### config.mk
export PLATFORM = sky130hd
export DESIGN_NAME = mfc_capture
export DESIGN_NICKNAME = d
export VERILOG_FILES = /design/src/rtl/mfc_pkg.sv /design/src/rtl/mfc_status_enc.sv /design/src/rtl/mfc_va_format.sv /design/src/rtl/mfc_vec_sel.sv /design/src/rtl/mfc_capture.sv
export SDC_FILE = /design/constraint.sdc
export NUM_CORES = 1
export LEC_CHECK = 0
export BUFFER_PORTS_ARGS = -buffer_cell sky130_fd_sc_hd__buf_2
export CORE_MARGIN = 2
export CORE_UTILIZATION = 42
export CTS_BUF_LIST = sky130_fd_sc_hd__clkbuf_8
export DETAILED_ROUTE_END_ITERATION = 16
export PLACE_DENSITY = 0.78
export RECOVER_POWER = 25
export SYNTH_ARGS = -nofsm -noshare
export SYNTH_HDL_FRONTEND = slang
export SYNTH_SLANG_ARGS = --single-unit
### constraint.sdc
create_clock -name clk -period 1.4 [get_ports clk]
set_clock_uncertainty 0.1 [all_clocks]
set_input_delay 0.14 -clock clk [delete_from_list [all_inputs] [get_ports clk]]
set_output_delay 0.14 -clock clk [all_outputs]
set_load 0.02 [all_outputs]
### src/rtl/mfc_pkg.sv
package mfc_pkg;
    typedef enum logic [1:0] {
        KIND_ACV  = 2'd0,
        KIND_BVA  = 2'd1,
        KIND_FOR  = 2'd2,
        KIND_TBM  = 2'd3
    } flt_kind_e;

    typedef enum logic [1:0] {
        VEC_DFAULT = 2'd0,
        VEC_DMISS  = 2'd1,
        VEC_DDMISS = 2'd2
    } vec_e;

    localparam int CODE_W  = 5;
    localparam int INSN_W  = 11;
    localparam int BIT_WR  = 0;
    localparam int BIT_ACV = 1;
    localparam int BIT_BVA = 2;
    localparam int BIT_FOR = 3;
    localparam int BIT_TBM = 4;
endpackage

### src/rtl/mfc_status_enc.sv
module mfc_status_enc
    import mfc_pkg::*;
#(
    parameter int STAT_W = CODE_W + INSN_W
) (
    input  logic [1:0]        kind,
    input  logic              is_write,
    input  logic [INSN_W-1:0] insn_hi,
    output logic [STAT_W-1:0] stat
);
    logic [CODE_W-1:0] code;

    always_comb begin
        code          = '0;
        code[BIT_WR]  = is_write;
        unique case (flt_kind_e'(kind))
            KIND_ACV: code[BIT_ACV] = 1'b1;
            KIND_BVA: code[BIT_BVA] = 1'b1;
            KIND_FOR: code[BIT_FOR] = 1'b1;
            KIND_TBM: code[BIT_TBM] = 1'b1;
            default:  code          = code;
        endcase
        stat = {insn_hi, code};
    end

    always_comb begin
        a_r6_kind_onehot: assert ($countones(code[BIT_TBM:BIT_ACV]) == 1)
            else $error("fault code kind bits not one-hot");
    end
endmodule

### src/rtl/mfc_va_format.sv
module mfc_va_format #(
    parameter int VA_W      = 48,
    parameter int PAGE_BITS = 13,
    parameter int PTE_SHIFT = 3,
    parameter int CVPN_W    = 20
) (
    input  logic [VA_W-1:0] va,
    input  logic [VA_W-1:0] base,
    input  logic            compact,
    output logic [VA_W-1:0] form
);
    logic [VA_W-1:0] vpn_full;
    logic [VA_W-1:0] field_lin;
    logic [VA_W-1:0] field_cmp;

    always_comb begin
        vpn_full  = va >> PAGE_BITS;
        field_lin = vpn_full << PTE_SHIFT;
        field_cmp = VA_W'(vpn_full[CVPN_W-1:0]) << PTE_SHIFT;
        form      = base | (compact ? field_cmp : field_lin);
    end
endmodule

### src/rtl/mfc_vec_sel.sv
module mfc_vec_sel
    import mfc_pkg::*;
(
    input  logic [1:0] kind,
    input  logic       pte_ld,
    output logic [1:0] vec
);
    always_comb begin
        if (flt_kind_e'(kind) == KIND_TBM)
            vec = pte_ld ? VEC_DDMISS : VEC_DMISS;
        else
            vec = VEC_DFAULT;
    end
endmodule

### src/rtl/mfc_capture.sv
module mfc_capture
    import mfc_pkg::*;
#(
    parameter int VA_W      = 48,
    parameter int PAGE_BITS = 13,
    parameter int PTE_SHIFT = 3,
    parameter int CVPN_W    = 20,
    localparam int STAT_W   = CODE_W + INSN_W
) (
    input  logic              clk,
    input  logic              rst_n,
    input  logic              flt_valid,
    input  logic [1:0]        flt_kind,
    input  logic              flt_write,
    input  logic              flt_pte_ld,
    input  logic [INSN_W-1:0] flt_insn_hi,
    input  logic [VA_W-1:0]   flt_va,
    input  logic [VA_W-1:0]   pt_base,
    input  logic              fmt_sel,
    input  logic              va_rd,
    output logic [STAT_W-1:0] stat_q,
    output logic [VA_W-1:0]   va_q,
    output logic [VA_W-1:0]   vform_q,
    output logic              locked,
    output logic              vec_valid,
    output logic [1:0]        vec
);
    typedef struct packed {
        logic [STAT_W-1:0] stat;
        logic [VA_W-1:0]   va;
        logic [VA_W-1:0]   vform;
        logic              lock;
        logic              vvld;
        logic [1:0]        vsel;
    } state_t;

    state_t st_d, st_q;

    logic [STAT_W-1:0] stat_new;
    logic [VA_W-1:0]   form_new;
    logic [1:0]        vec_new;
    logic              capture;

    mfc_status_enc #(.STAT_W(STAT_W)) u_stat (
        .kind     (flt_kind),
        .is_write (flt_write),
        .insn_hi  (flt_insn_hi),
        .stat     (stat_new)
    );

    mfc_va_format #(
        .VA_W      (VA_W),
        .PAGE_BITS (PAGE_BITS),
        .PTE_SHIFT (PTE_SHIFT),
        .CVPN_W    (CVPN_W)
    ) u_fmt (
        .va      (flt_va),
        .base    (pt_base),
        .compact (fmt_sel),
        .form    (form_new)
    );

    mfc_vec_sel u_vec (
        .kind   (flt_kind),
        .pte_ld (flt_pte_ld),
        .vec    (vec_new)
    );

    always_comb begin
        st_d    = st_q;
        capture = flt_valid && !st_q.lock;
        if (capture) begin
            st_d.stat  = stat_new;
            st_d.va    = flt_va;
            st_d.vform = form_new;
            st_d.lock  = 1'b1;
        end else if (va_rd) begin
            st_d.lock  = 1'b0;
        end
        st_d.vvld = flt_valid;
        st_d.vsel = flt_valid ? vec_new : 2'd0;
    end

    always_ff @(posedge clk or negedge rst_n) begin
        if (!rst_n) st_q <= '0;
        else        st_q <= st_d;
    end

    assign stat_q    = st_q.stat;
    assign va_q      = st_q.va;
    assign vform_q   = st_q.vform;
    assign locked    = st_q.lock;
    assign vec_valid = st_q.vvld;
    assign vec       = st_q.vsel;

    a_r2_lock_sets: assert property (@(posedge clk) disable iff (!rst_n)
        flt_valid && !locked |=> locked && (va_q == $past(flt_va)));
    a_r3_hold_va: assert property (@(posedge clk) disable iff (!rst_n)
        flt_valid && locked |=> $stable(va_q) && $stable(stat_q) && $stable(vform_q));
    a_r4_rd_clears: assert property (@(posedge clk) disable iff (!rst_n)
        va_rd && (locked || !flt_valid) |=> !locked);
    a_r10_capture_wins: assert property (@(posedge clk) disable iff (!rst_n)
        flt_valid && !locked && va_rd |=> locked);
    a_r9_pulse: assert property (@(posedge clk) disable iff (!rst_n)
        flt_valid |=> vec_valid);
    a_r9_no_spurious: assert property (@(posedge clk) disable iff (!rst_n)
        !flt_valid |=> !vec_valid);
    a_r9_legal_vec: assert property (@(posedge clk) disable iff (!rst_n)
        vec_valid |-> vec != 2'd3);
endmodule

==> impl_results.md, run 1 <==
* Later-pin clock latency in the skew report at approximately 400 ps
* Area Growth Syn to Fin at 70.95%
* Final setup viols at 7
* Worst path arrival time at 1610 ps
* Initial antenna violation count at 1
* Actual slew at the worst max-slew pin at 606.8 ps
* First-pass GRT wire length at 21,890 um
* Worst setup EP type: register
* Max Clock Freq at 711.5 MHz
* CTS Sinks at 116
* Final hold slack at 184.3 ps
* Number of DRC markers in iteration 0 at 235
* Final Cell Area at 0.007709 mm^2
* Die area at roughly 0.012 mm^2
* Hold violation count in the final report at 0
* Number of global-route vias before repair at 4,248
* IO Pins at 232
* PwrDens at 1529 mW/mm^2
* Largest net degree at the start of global routing at 59
* Top Metal Used: met4
* Leakage at 3.896 nW
* Post-synthesis register bit count at 116
* Post-synth top area cell: dfrtp_1
* Final Max Slew Viols at 0
* Metal2 WL at 7869 um
* Grt total ovfl at 0
* Maxcap violations at 0
* HP Class: in2async
* Sequential-to-total area share from yosys stat at 64.37%
* CP most frequent cell: dlygate4sd3_1
* M1 WL at roughly 5700 um
* RSZ-0062 raised after global routing: yes
* Placed Instance Area at 0.005872 mm^2
* DRC at 0
* Width of the die at 107.6 um
* Crit path kind: in2reg
* Via Count at between 4,000 and 5,000
* Normalized max-slew margin at 59.55%
* Met3 WL at 1215 um
* Post-route ant nets at 0
* R2r worst-path depth at 4
* Worst vdd ir at 0.0008506 V
* Crit-path max cell delay at 570 ps
* Clk slew on worst S/H paths at 80 ps
* DR vias/cell at about 4.9
* Fin crit period at 1405 ps
* Critical-path cell list: dlygate4sd3_1 > buf_2 > a21oi_2 > dlygate4sd3_1 > o21ai_1
* Status: complete, but fails checks
* Clock Path Buffers at 2
* Failing checks: negative setup slack
* Starting Density at between 40% and 50%
* TritonCTS Buffers at 17
* Yosys top cell area share at roughly 64%
* Startpoint Class: input port
* DRT Wirelength at 15,330 um
* Synthesized area at 0.004509 mm^2
* Setup WS post-layout at -5.499 ps
* CTS root buffer: clkbuf_8
* Post-DP HPWL at 8119 um
* Row count at 37
* TritonRoute pass-1 iters at 4
* Total track usage at 25.04%
* # H-tree levels at 4
* Synth top area cells: dfrtp_1, mux2_2, mux2_4
* CP max FO at 2
* I/O Buffers at 231
* Routability cong. at 0.7739
* Die height at 107.6 um
* Syn_area_per_cell at 13.71 um^2
* Post-synthesis cell type count at 16
* Layout Nets at between 800 and 900
* Slowest CP cell: dlygate4sd3_1
* Gate Count Post-Synth at 329
* Req. time, crit path at 1610 ps
* DR WL/cell at 18.01 um
* CTS tree: yes
* Tcrit/Tclk final at 100.4%
* Core Area at 0.01037 mm^2
* Syn nets at 445
* Synthesis warning total at 0
* Layout cell share with drive strength beyond 1 at 50.56%
-- per-layer routing --
layer / vias to the layer above / GRT usage [%]
met2: 222 / 44.34
met1: 2013 / 27.49
met4: 0 / 9.799
met3: 50 / 8.596
li1: 1873 / -
met5: - / 0
-- cell families (layout without fill, tap and decap cells) --
group	after synthesis	count (layout)	share of synthesized area (%)
compound gates	55	55	6.160
other cells	0	1	0
buf+inv	20	405	2.886
flops	116	116	64.37
mux	73	73	20.81
simple gates	65	65	5.771
-- stage by stage --
step | setup TNS (ps) | power, W | worst slack [ps] | utilization (%) | std cells
finish | -18.80 | 0.01179 | -5.499 | 74.34 | 851
global route | -586.6 | 0.01229 | -30.65 | 74.34 | 851
CTS | 0 | 0.01156 | 2.535 | 72.64 | 840
detailed placement | 0 | 0.007647 | 2.313 | 56.62 | 691
global placement | 0 | 0.007524 | 31.05 | 56.62 | 691
floorplan | -3310 | 0.006380 | -90.19 | - | 329
-- Yosys cell counts --
cell and instances:
o31ai_1 1, and4_1 1, nand2_1 40, a21oi_1 15
nor3b_1 1, nor2_1 20, inv_1 2, mux2_4 31
nand2b_1 3, dfrtp_1 116, clkbuf_1 3, o21ai_0 39
mux2_2 42, buf_2 8, buf_1 1, buf_6 6
-- where the power goes --
part           internal [W]  total (W)  switching (W)
clock               0.00227    0.00367        0.00141
combinational       0.00162    0.00361        0.00199
sequential          0.00408    0.00451       0.000425
total               0.00797     0.0118        0.00382
-- worst max-delay path: cells and delay by family --
family | cells | cell delay [ps]
AOI/OAI and AO/OA | 2 | 210
buffers and inverters | 3 | 1260
-- cells in the final DEF (no fill, tap or decap), types with 3 or more instances in the layout --
cell type      count
clkinv_4           3
bufinv_16          5
mux2_2            41
o21ai_0           35
clkbuf_8          20
dlygate4sd3_1    117
buf_6              5
dfrtp_1          115
clkinvlp_4         3
clkbuf_2           4
clkbuf_16          4
buf_4              5
inv_1              3
a21oi_1           14
nor2_1            20
nand2_1           40
buf_2            230
o21ai_1            4
mux2_4            32
-- registers in the layout, indices dropped and copies added, names as in the netlist --
register,count
stat_q,16
locked,1
vec_valid,1
vec,2
vform_q,48
va_q,48
-- final cells by class --
class,count,area [um^2]
inverter,2,7.507
fill,642,2661
timing repair buffer,371,2650
sequential,116,2904
clock buffer,20,275.3
clock inverter,12,202.7
antenna,1,2.502
tap,136,170.2
multi-input combinational,193,1496
-- timing repair --
item	4_1_cts	5_1_grt
hold buffers	117	0
setup buffers	0	4
resized for setup	2	12
hold endpoints to repair	232	0
cloned	0	6
endpoints found under the setup margin	1	45
-- path summary, 6_finish.rpt --
path	from	end	slack (ps)
min in group clk	fmt_sel	vform_q[34]	290
worst max register to register	locked	vform_q[0]	0
max in group asynchronous	rst_n	vform_q[30]	160
worst min register to register	vform_q[34]	vform_q[34]	380
worst max-delay path	flt_va[34]	vform_q[24]	-5
worst min-delay path	rst_n	va_q[6]	180
(Power assumes the default switching activity.)
==> run 2: changes to the inputs <==
==> constraint.sdc (replaced) <==
create_clock -name clk -period 1.24 [get_ports clk]
set_clock_uncertainty 0.1 [all_clocks]
set_input_delay 0.062 -clock clk [delete_from_list [all_inputs] [get_ports clk]]
set_output_delay 0.062 -clock clk [all_outputs]
set_load 0.02 [all_outputs]
==> impl_results.md, run 2 (synthesized netlist as in run 1, its figures left out) <==
* Clk slew on worst S/H paths at 70 ps (was 80 ps)
* Most frequent cells in the layout: buf_2, dlygate4sd3_1, dfrtp_1 (unchanged)
* Largest net degree at the start of global routing at 63 (was 59)
* Psw at 0.004336 W (was 0.003820 W)
* Ant. Diodes at 0 (was 1)
* PwrDens at 1604 mW/mm^2 (was 1529 mW/mm^2)
* Worst setup EP type: register (unchanged)
* Req. time, crit path at 1450 ps (was 1610 ps)
* Hold Path Depth at 5
* Post-route ant nets at 0 (unchanged)
* Util after Layout at 77.02% (was 74.34%)
* Core Area at 0.01037 mm^2 (unchanged)
* Failing checks: negative setup slack (unchanged)
* CP Launch Point: locked (was flt_va[34])
* Tcrit/Tclk final at 114.0%
* DRT Wirelength at 15,710 um (was 15,330 um)
* Fillers at 612 (was 642)
* CTS root buffer: clkbuf_8 (unchanged)
* Clock Path Buffers at 2 (unchanged)
* FF-to-FF End: vform_q[2] (was vform_q[0])
* Setup WS post-layout at -174.1 ps (was -5.499 ps)
* Final hold slack at 76.42 ps (was 184.3 ps)
* Grt total ovfl at 0 (unchanged)
* DP Worst Slack at -166.5 ps (was 2.313 ps)
* Number of global-route vias before repair at 4,557 (was 4,248)
* Comb power frac at 34.5% (was 30.6%)
* DRC at 0 (unchanged)
* HP Class: in2reg (was in2async)
* Post-DP HPWL at 8142 um (was 8119 um)
* Hold violation count in the final report at 0 (unchanged)
* Later-pin clock latency in the skew report at 420 ps (was 400 ps)
* IO Pins at 232 (unchanged)
* Leakage at 4.050 nW (was 3.896 nW)
* Via Count at 4,274 (was 4,158)
* Area Growth Syn to Fin at 77.11% (was 70.95%)
* # H-tree levels at 4 (unchanged)
* R2r worst-path depth at 3 (was 4)
* Actual slew at the worst max-slew pin at 779.2 ps (was 606.8 ps)
* TritonRoute pass-1 iters at 4 (unchanged)
* Width of the die at 107.6 um (unchanged)
* Number of DRC markers in iteration 0 at 202 (was 235)
* CTS tree: yes (unchanged)
* Final setup viols at 105 (was 7)
* Crit path kind: reg2reg (was in2reg)
* Maxcap violations at 0 (unchanged)
* R2r startpoint: locked (unchanged)
* Clock group share of total power at 25.4% (was 31.2%)
* Layout cell share with drive strength beyond 1 at 54.99% (was 50.56%)
* First-pass GRT wire length at 22,670 um (was 21,890 um)
* Layout Nets at 837 (was 817)
* Initial antenna violation count at 0 (was 1)
* Worst path arrival time at 1630 ps (was 1610 ps)
* Commonest non-fill, non-tap cell in the layout: buf_2 (unchanged)
* TritonCTS Buffers at 17 (unchanged)
* Max Clock Freq at between 700 and 800 MHz
* Starting Density at 43.48% (unchanged)
* I/O Buffers at 231 (unchanged)
* CTS Sinks at 116 (unchanged)
* Sequential power share at 40.1% (was 38.2%)
* Startpoint Class: register (was input port)
* Setup crit end: vform_q[2] (was vform_q[24])
* Switching share of total power at 33.86% (was 32.41%)
* Status: complete, but fails checks (unchanged)
* Die height at 107.6 um (unchanged)
* Die area at 0.01158 mm^2 (unchanged)
* DR WL/cell at 18.12 um (was 18.01 um)
* DR vias/cell at 4.930 (was 4.886)
* Total track usage at 25.93% (was 25.04%)
* Post-Route Setup TNS at -12,530 ps (was -18.80 ps)
* Normalized max-slew margin at 48.06% (was 59.55%)
* RSZ-0062 raised after global routing: yes (unchanged)
* FF-to-FF setup slack at -170 ps (was 0 ps)
* Final Max Slew Viols at 0 (unchanged)
* Routability cong. at 0.7934 (was 0.7739)
* Fin crit period at 1414 ps
* Row count at 37 (unchanged)
* Worst vdd ir at 0.0009852 V (was 0.0008506 V)
* CP max FO at 12 (was 2)
* Internal at 0.008470 W (was 0.007968 W)
-- run 2: cell types whose count changed in the layout (fill, tap and decap cells not counted), moves of 4 or more --
cell | before | now
o21ai_2 | 0 | 10
o21ai_1 | 4 | 24
o21ai_0 | 35 | 5
buf_4 | 5 | 11
bufinv_16 | 5 | 1
buf_6 | 5 | 14
clkinv_2 | 0 | 4
nand2_1 | 40 | 21
nand2_2 | 0 | 16
clkbuf_2 | 4 | 0
buf_8 | 1 | 6
-- run 2: what timing repair did --
item                       CTS  global route
hold endpoints to repair   232             0
gates cloned                 6             3
setup endpoints to repair   80           113
buffers inserted             6            14
gates resized for setup     38            69
pin swaps                    3             8
hold buffers               121             0
-- run 2: metrics by stage --
stage / std cells / instance area (um^2) / power, W
after floorplan: 329 / 4518 / 0.007204
after CTS: 854 / 7754 / 0.01243
after global placement: 692 / 5879 / 0.008510
after global routing: 867 / 7986 / 0.01336
after detailed placement: 692 / 5879 / 0.008649
final: 867 / 7986 / 0.01281
-- run 2: how the worst min path moves through the flow --
stage / end / from
after floorplan: locked / rst_n
after global placement: vform_q[43] / rst_n
after detailed placement: va_q[12] / rst_n
after CTS: vform_q[34] / fmt_sel
after global routing: vform_q[34] / fmt_sel
final: vform_q[34] / fmt_sel
-- run 2: routing by layer --
layer	global-route usage, %	wire length, um	share of wire (%)
met4	13.00	499	3.2
met5	0	0	0
met1	27.42	5754	37
met3	7.506	1062	6.8
met2	46.72	8394	53
-- run 2: power by group through the flow --
| stage | Combinational, W | Clock (W) | Sequential [W] |
|---|---|---|---|
| global placement | 0.00346 | 0 | 0.00505 |
| global route | 0.00467 | 0.00348 | 0.00521 |
| floorplan | 0.00109 | 0 | 0.00611 |
| detailed placement | 0.00355 | 0 | 0.00510 |
| finish | 0.00442 | 0.00325 | 0.00513 |
| CTS | 0.00412 | 0.00326 | 0.00505 |
-- run 2: final cells by class --
class                      count  area, um^2  share of cell area, %
clock buffer                  22       302.8                  3.791
tap                          136       170.2                  2.131
clock inverter                 7       57.56                 0.7207
multi-input combinational    194        1605                  20.10
sequential                   116        2904                  36.36
timing repair buffer         390        2939                  36.80
inverter                       2       7.507                0.09400
-- run 2: worst max-delay path, stage by stage, from the launching register on --
cell	delay (ps)
dfrtp_2	410
nand2b_4	250
buf_12	210
mux2_4	320
==> run 3: changes to the inputs <==
Settings changed: ABC_AREA set to 1, CORE_UTILIZATION 42 to 43, PLACE_DENSITY 0.78 to 0.79.
==> impl_results.md, run 3 <==
* Clock group share of total power at 29.5% (was 25.4%)
* Gate Count Post-Synth at 532 (was 329)
* CTS root buffer: clkbuf_8 (unchanged)
* Setup WS post-layout at -55.24 ps (was -174.1 ps)
* Hold violation count in the final report at 0 (unchanged)
* Number of synthesized flops with an enable pin at 0 (unchanged)
* DP Worst Slack at -152.0 ps (was -166.5 ps)
* Non-Filler Instances at 1,042 (was 867)
* DRT Wirelength at 16,400 um (was 15,710 um)
* Clock Path Buffers at 2 (unchanged)
* Most common cell in the netlist: nand2_1 (was dfrtp_1)
* Final setup viols at 3 (was 105)
* Share of flip-flops with an asynchronous set or reset at 100.0% (unchanged)
* Critical path's top delay family: buffers and inverters (was flip-flops)
* Via Count at 5,071 (was 4,274)
* TritonRoute pass-1 iters at 5 (was 4)
* I/O Buffers at 231 (unchanged)
* CTS tree: yes (unchanged)
* Crit-path max cell delay at 560 ps (was 410 ps)
* Maxcap violations at 0 (unchanged)
* Number of global-route vias before repair at 5,141 (was 4,557)
* Req. time, crit path at 1450 ps (about the same)
* Layout Nets at 1,008 (was 837)
* Actual slew at the worst max-slew pin at 713.7 ps (was 779.2 ps)
* Sequential-to-total area share from yosys stat at 62.98% (was 64.37%)
* Initial antenna violation count at 0 (unchanged)
* Post-synthesis cell type count at 14 (was 16)
* Die area at 0.01156 mm^2 (was 0.01158 mm^2)
* Total track usage at 26.55% (was 25.93%)
* Sequential power share at 40.1% (about the same)
* Row count at 37 (unchanged)
* HP Class: in2reg (unchanged)
* Largest net degree at the start of global routing at 70 (was 63)
* PwrDens at 1624 mW/mm^2 (was 1604 mW/mm^2)
* Psw at 0.004297 W (was 0.004336 W)
* Failing checks: negative setup slack (unchanged)
* Starting Density at 44.45% (was 43.48%)
* IO Pins at 232 (unchanged)
* Routability cong. at 0.8119 (was 0.7934)
* CP max FO at 1 (was 12)
* CTS Sinks at 116 (unchanged)
* Die height at 107.5 um (was 107.6 um)
* DR WL/cell at 15.74 um (was 18.12 um)
* Commonest non-fill, non-tap cell in the layout: nand2_1 (was buf_2)
* Synth cell count leaders: nand2_1, dfrtp_1, o21ai_1, nor2_1, inv_1 (was dfrtp_1, mux2_2, nand2_1, o21ai_0, mux2_4)
* Yosys top cell area share at 62.98% (was 64.37%)
* Fin crit period at 1295 ps (was 1414 ps)
* Synth top area cells: dfrtp_1, nand2_1, o21ai_1 (was dfrtp_1, mux2_2, mux2_4)
* Core Area at 0.01037 mm^2 (unchanged)
* Top FF cell, synth: dfrtp_1 (unchanged)
* Worst path arrival time at 1500 ps (was 1630 ps)
* DP Cell Count at 885 (was 692)
* # H-tree levels at 4 (unchanged)
* First-pass GRT wire length at 23,630 um (was 22,670 um)
* Status: complete, but fails checks (unchanged)
* Switching share of total power at 34.44% (was 33.86%)
* Worst setup EP type: register (unchanged)
* Worst vdd ir at 0.0009340 V (was 0.0009852 V)
* Post-synthesis register bit count at 116 (unchanged)
* CP Launch Point: pt_base[32] (was locked)
* Worst min-delay path startpoint: fmt_sel (unchanged)
* Post-synth top area cell: dfrtp_1 (unchanged)
* RSZ-0062 raised after global routing: yes (unchanged)
* Synthesized area at 0.004609 mm^2 (was 0.004509 mm^2)
* Layout cell share with drive strength beyond 1 at 32.82% (was 54.99%)
* R2r startpoint: locked (unchanged)
* Post-route ant nets at 0 (unchanged)
* Slowest CP cell: dlygate4sd3_1 (was dfrtp_2)
* Crit path kind: in2reg (was reg2reg)
* Syn nets at 648 (was 445)
* Fillers at 720 (was 612)
* Leakage at 4.345 nW (was 4.050 nW)
* Internal at 0.008178 W (was 0.008470 W)
* Synthesis warning total at 0 (unchanged)
* Final Max Slew Viols at 0 (unchanged)
* TritonCTS Buffers at 17 (unchanged)
* Normalized max-slew margin at 52.42% (was 48.06%)
* Syn_area_per_cell at 8.664 um^2 (was 13.71 um^2)
* Width of the die at 107.5 um (was 107.6 um)
* Later-pin clock latency in the skew report at 420 ps (about the same)
* Grt total ovfl at 0 (unchanged)
* Tcrit/Tclk final at 104.5% (was 114.0%)
* CP bufs+invs at 4 (was 1)
* Max Clock Freq at 772.1 MHz (was 707.1 MHz)
* Startpoint Class: input port (was register)
* Comb power frac at 30.4% (was 34.5%)
* CP most frequent cell: nand2_1
* DRC at 0 (unchanged)
* Post-DP HPWL at 8663 um (was 8142 um)
* Most frequent cells in the layout: nand2_1, buf_2, dlygate4sd3_1 (was buf_2, dlygate4sd3_1, dfrtp_1)
* Critical-path cell list: dlygate4sd3_1 > buf_2 > inv_1 > nand2_1 > dlygate4sd3_1 > nand2_1 > nand2_1 (was nand2b_4 > buf_12 > mux2_4)
* Clk slew on worst S/H paths at 60 ps (was 70 ps)
* Area Growth Syn to Fin at 66.67% (was 77.11%)
* Number of DRC markers in iteration 0 at 364 (was 202)
* DR vias/cell at 4.867 (was 4.930)
-- run 3: cell types whose count changed in the layout (fill, tap and decap cells not counted), sizes merged, moves of 14 or more --
cell / before / now
buf: 265 / 240
o21ai: 39 / 25
mux2: 73 / 0
nand2: 40 / 323
inv: 4 / 24
a21oi: 15 / 0
-- run 3: final timing paths --
check / endpoint / slack, ps / depth (start not counted)
max: vform_q[32] / -60 / 7
min: vform_q[33] / 120 / 7
max reg2reg: vform_q[31] / 0 / 6
min reg2reg: va_q[21] / 370 / 2
max in group asynchronous: vform_q[35] / 150 / 3
min in group asynchronous: vform_q[26] / 130 / 2
-- run 3: timing repair --
item / in CTS / in global routing
gates resized for setup: 3 / 27
hold endpoints to repair: 232 / 1
gates cloned: 1 / 4
hold buffers: 118 / 1
setup buffers: 0 / 1
pin swaps: 0 / 1
setup endpoints to repair: 113 / 114
-- run 3: cells by family after synthesis --
group                  share of synthesized area [%]
buffers and inverters                          5.945
and+or+nand+nor                                28.37
AOI/OAI and AO/OA                              2.714
DFF                                            62.97
-- run 3: area by class of cell --
class | count | area [um^2] | share of cell area (%)
Antenna cell | 1 | 2.502 | 0.03257
Clock buffer | 18 | 247.7 | 3.225
Clock inverter | 14 | 170.2 | 2.215
Inverter | 21 | 91.34 | 1.189
Multi-Input combinational cell | 370 | 1491 | 19.41
Sequential cell | 116 | 2903 | 37.78
Tap cell | 136 | 170.2 | 2.215
Timing Repair Buffer | 366 | 2606 | 33.93
-- run 3: power by group through the flow --
stage	clock network [W]	registers, W	logic, W
after floorplan	0	0.00597	0.000953
after global placement	0	0.00498	0.00318
final	0.00369	0.00500	0.00379
after CTS	0.00375	0.00496	0.00359
after global routing	0.00393	0.00506	0.00408
after detailed placement	0	0.00501	0.00325
-- run 3: worst min-delay path, cell delays in order --
cell and delay [ps]:
buf_2 80, inv_1 60, buf_4 190, nand2_1 70, nand2_1 40, nand2_1 50, nand2_1 40
-- run 3: metal layers --
layer / global-route usage [%] / wire (um) / vias up
met1: 29.13 / 6237 / 2399
met3: 7.264 / 1196 / 64
met2: 46.95 / 8324 / 281
met5: 0 / 0 / -
li1: - / - / 2327
met4: 13.37 / 643 / 0
-- run 3: through the flow --
step	utilization (%)	hold WS (ps)	cell area, um^2	TNS, ps	total power [W]
2_1_floorplan	-	-333.6	4609	0	0.006927
3_3_place_gp	56.81	-97.84	5891	-2453	0.008160
3_5_place_dp	56.81	-96.56	5891	-7004	0.008264
4_1_cts	72.59	-22.08	7527	-32.95	0.01230
5_1_grt	74.06	129.4	7680	-3306	0.01308
6_report	74.08	119.2	7682	-103.9	0.01247
